**src/rtl/acc4_pkg.sv**
```systemverilog
package acc4_pkg;
  typedef enum logic [3:0] {
    OP_LDI, OP_LDA, OP_STOA, OP_STOB, OP_ADD, OP_ADDI, OP_ADDC, OP_SUB,
    OP_SUBI, OP_SUBC, OP_SJMP, OP_JMP, OP_BNEZ, OP_BEZ, OP_HALT, OP_NOOP
  } op_e;

  typedef enum logic [1:0] {PH_FETCH, PH_DECODE, PH_EXEC} phase_e;

  typedef enum logic [1:0] {PC_INC, PC_LOW, PC_LONG, PC_HOLD} pc_mode_e;

  localparam int SRC_IMM = 0;
  localparam int SRC_RAM = 1;
  localparam int SRC_ACC = 2;
  localparam int SRC_N   = 3;
endpackage

```
**src/rtl/acc4_alu.sv**
```systemverilog
module acc4_alu #(
  parameter int W = 4
) (
  input  logic [W-1:0] a_i,
  input  logic [W-1:0] b_i,
  input  logic         cin_i,
  input  logic         sub_i,
  output logic [W-1:0] res_o,
  output logic         cout_o
);
  logic [W:0] t;

  always_comb begin
    if (sub_i) t = {1'b0, a_i} - {1'b0, b_i} - {{W{1'b0}}, cin_i};
    else       t = {1'b0, a_i} + {1'b0, b_i} + {{W{1'b0}}, cin_i};
  end

  assign res_o  = t[W-1:0];
  assign cout_o = t[W];  // carry-out or borrow
endmodule

```
**src/rtl/acc4_ram.sv**
```systemverilog
module acc4_ram #(
  parameter int W  = 4,
  parameter int AW = 4
) (
  input  logic          clk_i,
  input  logic          rst_ni,
  input  logic          re_i,
  input  logic [AW-1:0] raddr_i,
  output logic [W-1:0]  rdata_o,
  input  logic          we_i,
  input  logic [AW-1:0] waddr_i,
  input  logic [W-1:0]  wdata_i
);
  localparam int DEPTH = 1 << AW;

  logic [W-1:0] mem [DEPTH];

  always_ff @(posedge clk_i) begin
    if (we_i) mem[waddr_i] <= wdata_i;
  end

  always_ff @(posedge clk_i or negedge rst_ni) begin
    if (!rst_ni)   rdata_o <= '0;
    else if (re_i) rdata_o <= mem[raddr_i];
  end
endmodule

```
**src/rtl/acc4_ctrl.sv**
```systemverilog
module acc4_ctrl
  import acc4_pkg::*;
(
  input  logic               clk_i,
  input  logic               rst_ni,
  input  logic               step_i,
  input  logic               halted_i,
  input  op_e                op_i,
  input  logic               zero_i,
  output phase_e             phase_o,
  output logic [SRC_N-1:0]   bus_sel_o,
  output logic               acc_we_o,
  output logic               alu_en_o,
  output logic               alu_sub_o,
  output logic               alu_cin_o,
  output logic               ram_we_o,
  output pc_mode_e           pc_mode_o,
  output logic               halt_set_o
);
  logic adv;
  assign adv = step_i && !halted_i;

  always_ff @(posedge clk_i or negedge rst_ni) begin
    if (!rst_ni) phase_o <= PH_FETCH;
    else if (adv) begin
      unique case (phase_o)
        PH_FETCH:  phase_o <= PH_DECODE;
        PH_DECODE: phase_o <= PH_EXEC;
        default:   phase_o <= PH_FETCH;
      endcase
    end
  end

  always_comb begin
    bus_sel_o  = '0;
    acc_we_o   = 1'b0;
    alu_en_o   = 1'b0;
    alu_sub_o  = 1'b0;
    alu_cin_o  = 1'b0;
    ram_we_o   = 1'b0;
    pc_mode_o  = PC_INC;
    halt_set_o = 1'b0;
    if (phase_o == PH_EXEC) begin
      unique case (op_i)
        OP_LDI:  begin bus_sel_o[SRC_IMM] = 1'b1; acc_we_o = 1'b1; end
        OP_LDA:  begin bus_sel_o[SRC_RAM] = 1'b1; acc_we_o = 1'b1; end
        OP_STOA: begin bus_sel_o[SRC_ACC] = 1'b1; ram_we_o = 1'b1; end
        OP_STOB: begin bus_sel_o[SRC_IMM] = 1'b1; ram_we_o = 1'b1; end
        OP_ADD, OP_ADDC, OP_SUB, OP_SUBC: begin
          bus_sel_o[SRC_RAM] = 1'b1; acc_we_o = 1'b1; alu_en_o = 1'b1;
          alu_sub_o = (op_i == OP_SUB) || (op_i == OP_SUBC);
          alu_cin_o = (op_i == OP_ADDC) || (op_i == OP_SUBC);
        end
        OP_ADDI, OP_SUBI: begin
          bus_sel_o[SRC_IMM] = 1'b1; acc_we_o = 1'b1; alu_en_o = 1'b1;
          alu_sub_o = (op_i == OP_SUBI);
        end
        OP_SJMP: begin bus_sel_o[SRC_IMM] = 1'b1; pc_mode_o = PC_LOW; end
        OP_JMP:  begin bus_sel_o[SRC_IMM] = 1'b1; pc_mode_o = PC_LONG; end
        OP_BNEZ: begin bus_sel_o[SRC_IMM] = 1'b1; pc_mode_o = zero_i ? PC_INC : PC_LONG; end
        OP_BEZ:  begin bus_sel_o[SRC_IMM] = 1'b1; pc_mode_o = zero_i ? PC_LONG : PC_INC; end
        OP_HALT: begin pc_mode_o = PC_HOLD; halt_set_o = 1'b1; end
        default: ;
      endcase
    end
  end

  AST_STEP_HOLD: assert property (@(posedge clk_i) disable iff (!rst_ni)
    !step_i |=> $stable(phase_o));
endmodule

```
**src/rtl/acc4_core.sv**
```systemverilog
module acc4_core
  import acc4_pkg::*;
#(
  parameter int DATA_W = 4
) (
  input  logic                clk_i,
  input  logic                rst_ni,
  input  logic                step_i,
  input  logic [2*DATA_W-1:0] instr_i,
  output logic [2*DATA_W-1:0] pc_o,
  output logic [DATA_W-1:0]   acc_o,
  output logic                carry_o,
  output logic                zero_o,
  output logic                halted_o
);
  localparam int IW   = 2 * DATA_W;
  localparam int PC_W = 2 * DATA_W;

  phase_e             phase;
  logic [IW-1:0]      ir;
  op_e                op;
  logic [DATA_W-1:0]  iv, ram_q, bus, alu_res;
  logic               alu_cout;
  logic [SRC_N-1:0]   bus_sel;
  logic [DATA_W-1:0]  drv [SRC_N];
  logic               acc_we, alu_en, alu_sub, alu_cin, ram_we, halt_set;
  pc_mode_e           pc_mode;
  logic               exec_en, dec_en;

  assign op = op_e'(ir[IW-1:DATA_W]);
  assign iv = ir[DATA_W-1:0];
  assign dec_en  = step_i && !halted_o && (phase == PH_DECODE);
  assign exec_en = step_i && !halted_o && (phase == PH_EXEC);

  acc4_ctrl u_ctrl (
    .clk_i, .rst_ni, .step_i,
    .halted_i   (halted_o),
    .op_i       (op),
    .zero_i     (zero_o),
    .phase_o    (phase),
    .bus_sel_o  (bus_sel),
    .acc_we_o   (acc_we),
    .alu_en_o   (alu_en),
    .alu_sub_o  (alu_sub),
    .alu_cin_o  (alu_cin),
    .ram_we_o   (ram_we),
    .pc_mode_o  (pc_mode),
    .halt_set_o (halt_set)
  );

  always_ff @(posedge clk_i or negedge rst_ni) begin
    if (!rst_ni)     ir <= {4'(OP_NOOP), {DATA_W{1'b0}}};
    else if (dec_en) ir <= instr_i;
  end

  acc4_ram #(.W(DATA_W), .AW(DATA_W)) u_ram (
    .clk_i, .rst_ni,
    .re_i    (dec_en),
    .raddr_i (instr_i[DATA_W-1:0]),
    .rdata_o (ram_q),
    .we_i    (exec_en && ram_we),
    .waddr_i (iv),
    .wdata_i (bus)
  );

  // wired-OR bus: each driver gated by its select
  assign drv[SRC_IMM] = iv;
  assign drv[SRC_RAM] = ram_q;
  assign drv[SRC_ACC] = acc_o;

  always_comb begin
    bus = '0;
    for (int i = 0; i < SRC_N; i++) bus |= drv[i] & {DATA_W{bus_sel[i]}};
  end

  acc4_alu #(.W(DATA_W)) u_alu (
    .a_i    (acc_o),
    .b_i    (bus),
    .cin_i  (alu_cin && carry_o),
    .sub_i  (alu_sub),
    .res_o  (alu_res),
    .cout_o (alu_cout)
  );

  always_ff @(posedge clk_i or negedge rst_ni) begin
    if (!rst_ni) begin
      acc_o    <= '0;
      carry_o  <= 1'b0;
      zero_o   <= 1'b0;
      pc_o     <= '0;
      halted_o <= 1'b0;
    end else if (exec_en) begin
      if (acc_we) begin
        acc_o  <= alu_en ? alu_res : bus;
        zero_o <= ((alu_en ? alu_res : bus) == '0);
      end
      if (alu_en) carry_o <= alu_cout;
      if (halt_set) halted_o <= 1'b1;
      unique case (pc_mode)
        PC_INC:  pc_o <= pc_o + 1'b1;
        PC_LOW:  pc_o <= {pc_o[PC_W-1:DATA_W], bus};
        PC_LONG: pc_o <= {acc_o, bus};
        default: ;
      endcase
    end
  end

  AST_BUS_ONEHOT: assert property (@(posedge clk_i) disable iff (!rst_ni)
    $onehot0(bus_sel));
  AST_PC_EXEC_ONLY: assert property (@(posedge clk_i) disable iff (!rst_ni)
    (phase != PH_EXEC) |=> $stable(pc_o));
  AST_HALT_FREEZE: assert property (@(posedge clk_i) disable iff (!rst_ni)
    halted_o |=> $stable(pc_o) && $stable(acc_o) && $stable(carry_o) && $stable(zero_o));
  AST_FLAGS_KEEP: assert property (@(posedge clk_i) disable iff (!rst_ni)
    (exec_en && (op inside {OP_STOA, OP_STOB, OP_SJMP, OP_JMP, OP_BNEZ, OP_BEZ, OP_NOOP}))
    |=> $stable(carry_o) && $stable(zero_o));
  AST_STEP_FREEZE: assert property (@(posedge clk_i) disable iff (!rst_ni)
    !step_i |=> $stable(pc_o) && $stable(acc_o) && $stable(halted_o));
endmodule

```
**config.mk**
```make
export PLATFORM = sky130hd
export DESIGN_NAME = acc4_core
export DESIGN_NICKNAME = d
export VERILOG_FILES = /design/src/rtl/acc4_pkg.sv /design/src/rtl/acc4_alu.sv /design/src/rtl/acc4_ram.sv /design/src/rtl/acc4_ctrl.sv /design/src/rtl/acc4_core.sv
export SDC_FILE = /design/constraint.sdc
export NUM_CORES = 1
export LEC_CHECK = 0
export ABC_CLOCK_PERIOD_IN_PS = 4800
export BUFFER_PORTS_ARGS = -buffer_cell sky130_fd_sc_hd__buf_2
export CORE_UTILIZATION = 39
export DETAILED_ROUTE_END_ITERATION = 12
export HOLD_SLACK_MARGIN = 0.03
export PLACE_DENSITY = 0.63
export SYNTH_ARGS = -nofsm -noshare
export SYNTH_HDL_FRONTEND = slang
export SYNTH_SLANG_ARGS = --single-unit
```
**constraint.sdc**
```tcl
create_clock -name clk_i -period 4.8 [get_ports clk_i]
set_clock_uncertainty 0.1 [all_clocks]
set_input_delay 0.96 -clock clk_i [delete_from_list [all_inputs] [get_ports clk_i]]
set_output_delay 0.96 -clock clk_i [all_outputs]
set_load 0.005 [all_outputs]
```
==> reports/results.ini, run 1 <==
[status]
outcome = finished clean

[critical_path]
cp.arrival_ns = 4.10
crit_required_ns = 4.95
reg2reg_slack_ns = 0.85
worst-path-max-fanout = 18
crit_chain = nor2b_1 -> a21oi_1 -> nor2_1 -> a21oi_1 -> inv_1 -> fa_1 -> ha_1 -> o21ai_0 -> nand3b_1 -> xor2_1 -> a21oi_1 -> a22oi_1 -> o41ai_2
end_kind = register
worst_setup_path_start_kind = register
criticalPathCategory = reg -> reg
crit_path_top_delay_cell = dfstp_2
cpPeakStageDelay_ns = 0.67
cpMostUsedCell = a21oi_1

[grt]
grt-ovfl-total = 0
antenna_found_initial = 0
grt_max_degree = 30
grt_pass1_vias = 2758
grt_pass1_wl_um = 15800
grt_usage = 0.171

[synthesis]
ys_warn_count = 0
synth_area_um2 = 4600
synth-edff-count = 64
synth_fp_nets = 355
synth_cell_types = 55
synth_area_per_cell_um2 = 14.1
synth_largest_area_cell = edfxtp_1
syn_inst = 327
seq_area_frac_synth = 0.576
ys_ff_latch = 93
synth_flop_cell = edfxtp_1
synthArstFlopShare = 0.312
yosys-top-cells-count = edfxtp_1 (64), dfrtp_1 (25), nor2_1 (25)
synth.area.top_cells = edfxtp_1 (42%), dfrtp_1 (14%), mux4_2 (5.4%)
synth_most_common_cell = edfxtp_1
synth_top_area_frac = 0.418

[sta]
slew_viol_final = 0
setup_violations = 0
fmax_mhz = 253
finalHoldViolCount = 0
period_share = 0.823
worst_slew_pin_slew_ns = 1.10
whs_ns = 0.384
period_needed_ns = 3.95
slew-limit-headroom = 0.265
rsz0062_at_grt = no
tns_ns = 0
fin_ws_ns = 0.852

[min_path]
hold_class = reg -> reg

[power]
powerDensity_nw_per_um2 = 542
leakage_nw = 1.96
vdd_drop_max_mv = 0.291
power_mw = 2.79

[floorplan]
initial_utilization = 0.401
fp-row-count = 39
dieArea_um2 = 12200
core_um2 = 11500
dieHeight_um = 111
pin_count = 26
die_w_um = 111

[routing]
ant_nets = 0
vias = 2702
drc = 0
wirelength_um = 9370
initialDrtViolationCount = 240
avgRoutedWirePerCell_um = 18.7
vias_per_cell = 5.40
firstDrtPassIters = 5

[layout]
final_util = 0.448
layout-drive-gt1-share = 0.218
areaGrowthSynthToFinish_pct = 11.7
multi_input_area_um2 = 1810
final_net_count = 380
design_area_um2 = 5140
stdcell_count = 500
regArea_um2 = 2650
antenna-diode-count = 0
fill_cells = 1020

[place]
port_buffers = 25
place.detailed.hpwl_um = 6560
place_ws_ns = 0.856
dpl_cell_area_um2 = 4840
gp_congestion = 0.828
dp_cells = 484

[clock_network]
cts_max_level = 3
cts_buffer_depth = 2
cts_buffers = 9
root_buffer = clkbuf_16
cts.clk_slew.worst_paths_ns = 0.07
cts_setup_buffers = 0
cts_hold_buf = 0
cts_tree = done
clk_latency_ns = 0.35
cts.sinks = 93
ctsResizeCount = 0

[flow_run]
maxCapViolations = 0

worst paths after layout:
| kind | end | cells after the start | from |
|---|---|---|---|
| worst max-delay path | zero_o | 13 | ir[6] |
| worst min-delay path | halted_o | 1 | halted_o |
| worst max register to register | zero_o | 13 | ir[6] |
| worst min register to register | halted_o | 1 | halted_o |
| max in group asynchronous | pc_o[0] | 1 | rst_ni |
| min in group asynchronous | ir[1] | 1 | rst_ni |
worst max-delay path: cells and delay by family, from the launching register on:
family                   cells  cell delay (ns)
flip-flops                   1             0.67
AO/OA/AOI/OAI                6             1.07
adder cells (fa/ha/maj)      2             0.71
XOR/XNOR                     1             0.15
buffers and inverters        1             0.44
AND/OR/NAND/NOR              3             0.73
final cells by class:
type | count | area share
repair buffers | 25 | 0.0243
well taps | 143 | 0.0348
inverters | 20 | 0.0146
multi-input cells | 203 | 0.351
flip-flops and latches | 93 | 0.516
clock buffers | 10 | 0.0445
clock inverters | 6 | 0.0146
kinds of logic (layout without fill, tap and decap cells):
group / count (synthesis) / after routing / synth area share
DFF: 93 / 93 / 0.576
and+or+nand+nor: 84 / 84 / 0.0905
AOI/OAI and AO/OA: 57 / 57 / 0.0859
muxes: 40 / 40 / 0.154
buffers and inverters: 31 / 61 / 0.0315
adders and majority gates: 17 / 17 / 0.0527
xor gates and xnor gates: 5 / 5 / 0.00952
power breakdown:
part / internal [mW] / switching, mW / total [mW]
clock: 0.413 / 0.318 / 0.731
combinational: 0.361 / 0.460 / 0.822
sequential: 1.04 / 0.194 / 1.24
metal layers:
layer,track usage,wire length [um],vias up
met5,0,0,-
li1,-,-,1294
met3,0.0395,378,12
met4,0.0764,178,0
met1,0.239,4410,1346
met2,0.255,4400,50
flip-flops by register name, summed over array words and instances (netlist names):
register / flops
u_ram.mem: 64
ir: 8
pc_o: 8
acc_o: 4
u_ram.rdata_o: 4
u_ctrl.phase_o: 2
carry_o: 1
halted_o: 1
zero_o: 1
layout by cell type (no fill, tap or decap), types with 10 or more instances in the layout:
master     n
nand3_1   10
o21ai_0   17
dfrtp_1   25
mux4_2    11
inv_1     20
nor2_1    25
a21oi_1   13
ha_1      13
nand2_1   18
buf_2     25
mux2_2    14
edfxtp_1  64
Power figures use the tool's default switching activity.
==> run 2: changes to the inputs <==
--- a/config.mk
+++ b/config.mk
@@ -5,7 +5,8 @@
 export SDC_FILE = /design/constraint.sdc
 export NUM_CORES = 1
 export LEC_CHECK = 0
-export ABC_CLOCK_PERIOD_IN_PS = 4800
+export ABC_AREA = 1
+export ABC_CLOCK_PERIOD_IN_PS = 3850
 export BUFFER_PORTS_ARGS = -buffer_cell sky130_fd_sc_hd__buf_2
 export CORE_UTILIZATION = 39
 export DETAILED_ROUTE_END_ITERATION = 12
==> constraint.sdc (replaced) <==
create_clock -name clk_i -period 3.85 [get_ports clk_i]
set_clock_uncertainty 0.1 [all_clocks]
set_input_delay 0.77 -clock clk_i [delete_from_list [all_inputs] [get_ports clk_i]]
set_output_delay 0.77 -clock clk_i [all_outputs]
set_load 0.005 [all_outputs]
==> run 2 against run 1 <==
First-iteration DRC count down 24%. Cell count up 32%. Die area increased by 1.4%. Area after synthesis grew 1.4%. Sequential cell count unchanged. Utilization increased by 0.60 points. Sequential share of layout area decreased by 0.90 points. Count of clock-buffer cells in the layout rose by 1. Non-clock buffer count grew 6. Global-route usage up 1.5 points. Synthesized cell count increased by 47%. Highest routed layer unchanged.
==> reports/results.ini, run 2 <==
[status]
outcome = finished clean

[place]
port_buffers = 25
dp_cells = 642
dpl_cell_area_um2 = 4960
gp_congestion = 0.902
place.detailed.hpwl_um = 7450

[routing]
vias = 3522
drc = 0
firstDrtPassIters = 4
wirelength_um = 10900
avgRoutedWirePerCell_um = 16.5
vias_per_cell = 5.35
ant_nets = 0
initialDrtViolationCount = 182

[critical_path]
crit_path_top_delay_cell = dfstp_2
end_kind = register
cpMostUsedCell = nand2_1
cp.arrival_ns = 3.12
worst-path-max-fanout = 19
cpPeakStageDelay_ns = 0.59
crit_required_ns = 3.98
crit_chain = inv_1 -> nand2_1 -> nor3_2 -> nand2_1 -> nand3_2 -> buf_4 -> fa_1 -> inv_1 -> fa_1 -> nand2_1 -> nand3_1 -> nand2_1 -> nor2_1 -> nand2_1 -> nand2_1
worst_setup_path_start_kind = register
criticalPathCategory = reg -> reg

[layout]
layout-drive-gt1-share = 0.142
top_register = u_ram.mem
areaGrowthSynthToFinish_pct = 12.1
final_cell_mix = nor2_1 (79), nand2_1 (73), edfxtp_1 (64)
stdcell_count = 658
design_area_um2 = 5230
largest_reg_flops = 64
reg_top3 = u_ram.mem x64, ir x8, pc_o x8
final_common_cell = nor2_1
antenna-diode-count = 0
final_net_count = 538

[synthesis]
synth_top_area_frac = 0.412
synth_area_um2 = 4670
synthArstFlopShare = 0.312
synth_fp_nets = 510
synth_flop_cell = edfxtp_1
synth_most_common_cell = nor2_1
synth_largest_area_cell = edfxtp_1
synth_area_per_cell_um2 = 9.68
synth-edff-count = 64
synth.area.top_cells = edfxtp_1 (41%), dfrtp_1 (13%), o21ai_0 (6.5%)
yosys-top-cells-count = nor2_1 (79), nand2_1 (73), edfxtp_1 (64)
seq_area_frac_synth = 0.568
ys_warn_count = 0
ys_ff_latch = 93
syn_inst = 482
synth_cell_types = 39

[clock_network]
cts.clk_slew.worst_paths_ns = 0.06
cts_tree = done
cts_buffers = 9
cts.sinks = 93
cts_hold_buf = 0
ctsResizeCount = 0
clk_latency_ns = 0.34
cts_setup_buffers = 0
cts_buffer_depth = 2
cts_max_level = 3
root_buffer = clkbuf_16

[sta]
whs_ns = 0.365
period_needed_ns = 2.99
fmax_mhz = 334
setup_violations = 0
slew_viol_final = 0
tns_ns = 0
finalHoldViolCount = 0
slew-limit-headroom = 0.543
worst_slew_pin_slew_ns = 0.685
rsz0062_at_grt = no
period_share = 0.777

[power]
vdd_drop_max_mv = 0.169
power_mw = 1.96
powerDensity_nw_per_um2 = 374
leakage_nw = 2.28

[min_path]
hold_class = in -> async

[floorplan]
dieHeight_um = 111
core_um2 = 11500
initial_utilization = 0.405
fp-row-count = 39
dieArea_um2 = 12400
pin_count = 26
die_w_um = 111

[grt]
grt_pass1_vias = 3460
grt_pass1_wl_um = 17700
grt_max_degree = 34
grt-ovfl-total = 0
grt_usage = 0.186
antenna_found_initial = 0

[flow_run]
maxCapViolations = 0

[run 2: cell families (layout without fill, tap and decap cells)]
family / after synthesis / count (layout) / synth area share
compound gates: 104 / 104 / 0.127
flops: 93 / 93 / 0.568
mux: 3 / 3 / 0.00643
simple gates: 203 / 203 / 0.190
fa+ha+maj: 17 / 17 / 0.0520
xor+xnor: 4 / 4 / 0.00751
buf+inv: 58 / 91 / 0.0493
[run 2: final timing paths]
kind	depth (start not counted)	startpoint	slack [ns]	endpoint
worst max-delay path	15	ir[4]	0.86	zero_o
worst max register to register	15	ir[4]	0.86	zero_o
worst min-delay path	1	rst_ni	0.37	acc_o[1]
min in group clk_i	2	halted_o	0.38	halted_o
max in group asynchronous	1	rst_ni	2.84	ir[3]
worst min register to register	2	halted_o	0.38	halted_o
[run 2: per-layer routing]
layer  up-vias  share of wire  GRT usage
li1       1716              -          -
met2        95           0.49      0.312
met4         0          0.017     0.0712
met1      1695           0.45      0.234
met3        16          0.038     0.0446
met5         -              0          0
[run 2: critical path: cells and delay by family, from the launching register on]
kind                       cells  cell delay (ns)
and+or+nand+nor               10             0.89
DFF                            1             0.59
adders and majority gates      2             0.87
buffers and inverters          3             0.43
[run 2: final cells by class]
cell class / count / area [um2]
fill: 1097 / 6280
sequential: 93 / 2650
multi-input combinational: 331 / 1790
clock buffer: 11 / 243
tap: 143 / 179
timing repair buffer: 31 / 170
inverter: 44 / 165
clock inverter: 5 / 33.8
[run 2: through the flow]
stage	worst slack, ns	util
after floorplan	1.03	-
after global routing	0.632	0.454
after detailed placement	0.894	0.430
after CTS	0.884	0.454
after global placement	0.976	0.430
final	0.860	0.454
[run 2: power breakdown]
group	internal (mW)	total, mW	switching, mW
Combinational	0.0184	0.0614	0.0429
Clock	0.457	0.837	0.380
Sequential	1.06	1.06	0
Total	1.53	1.96	0.423
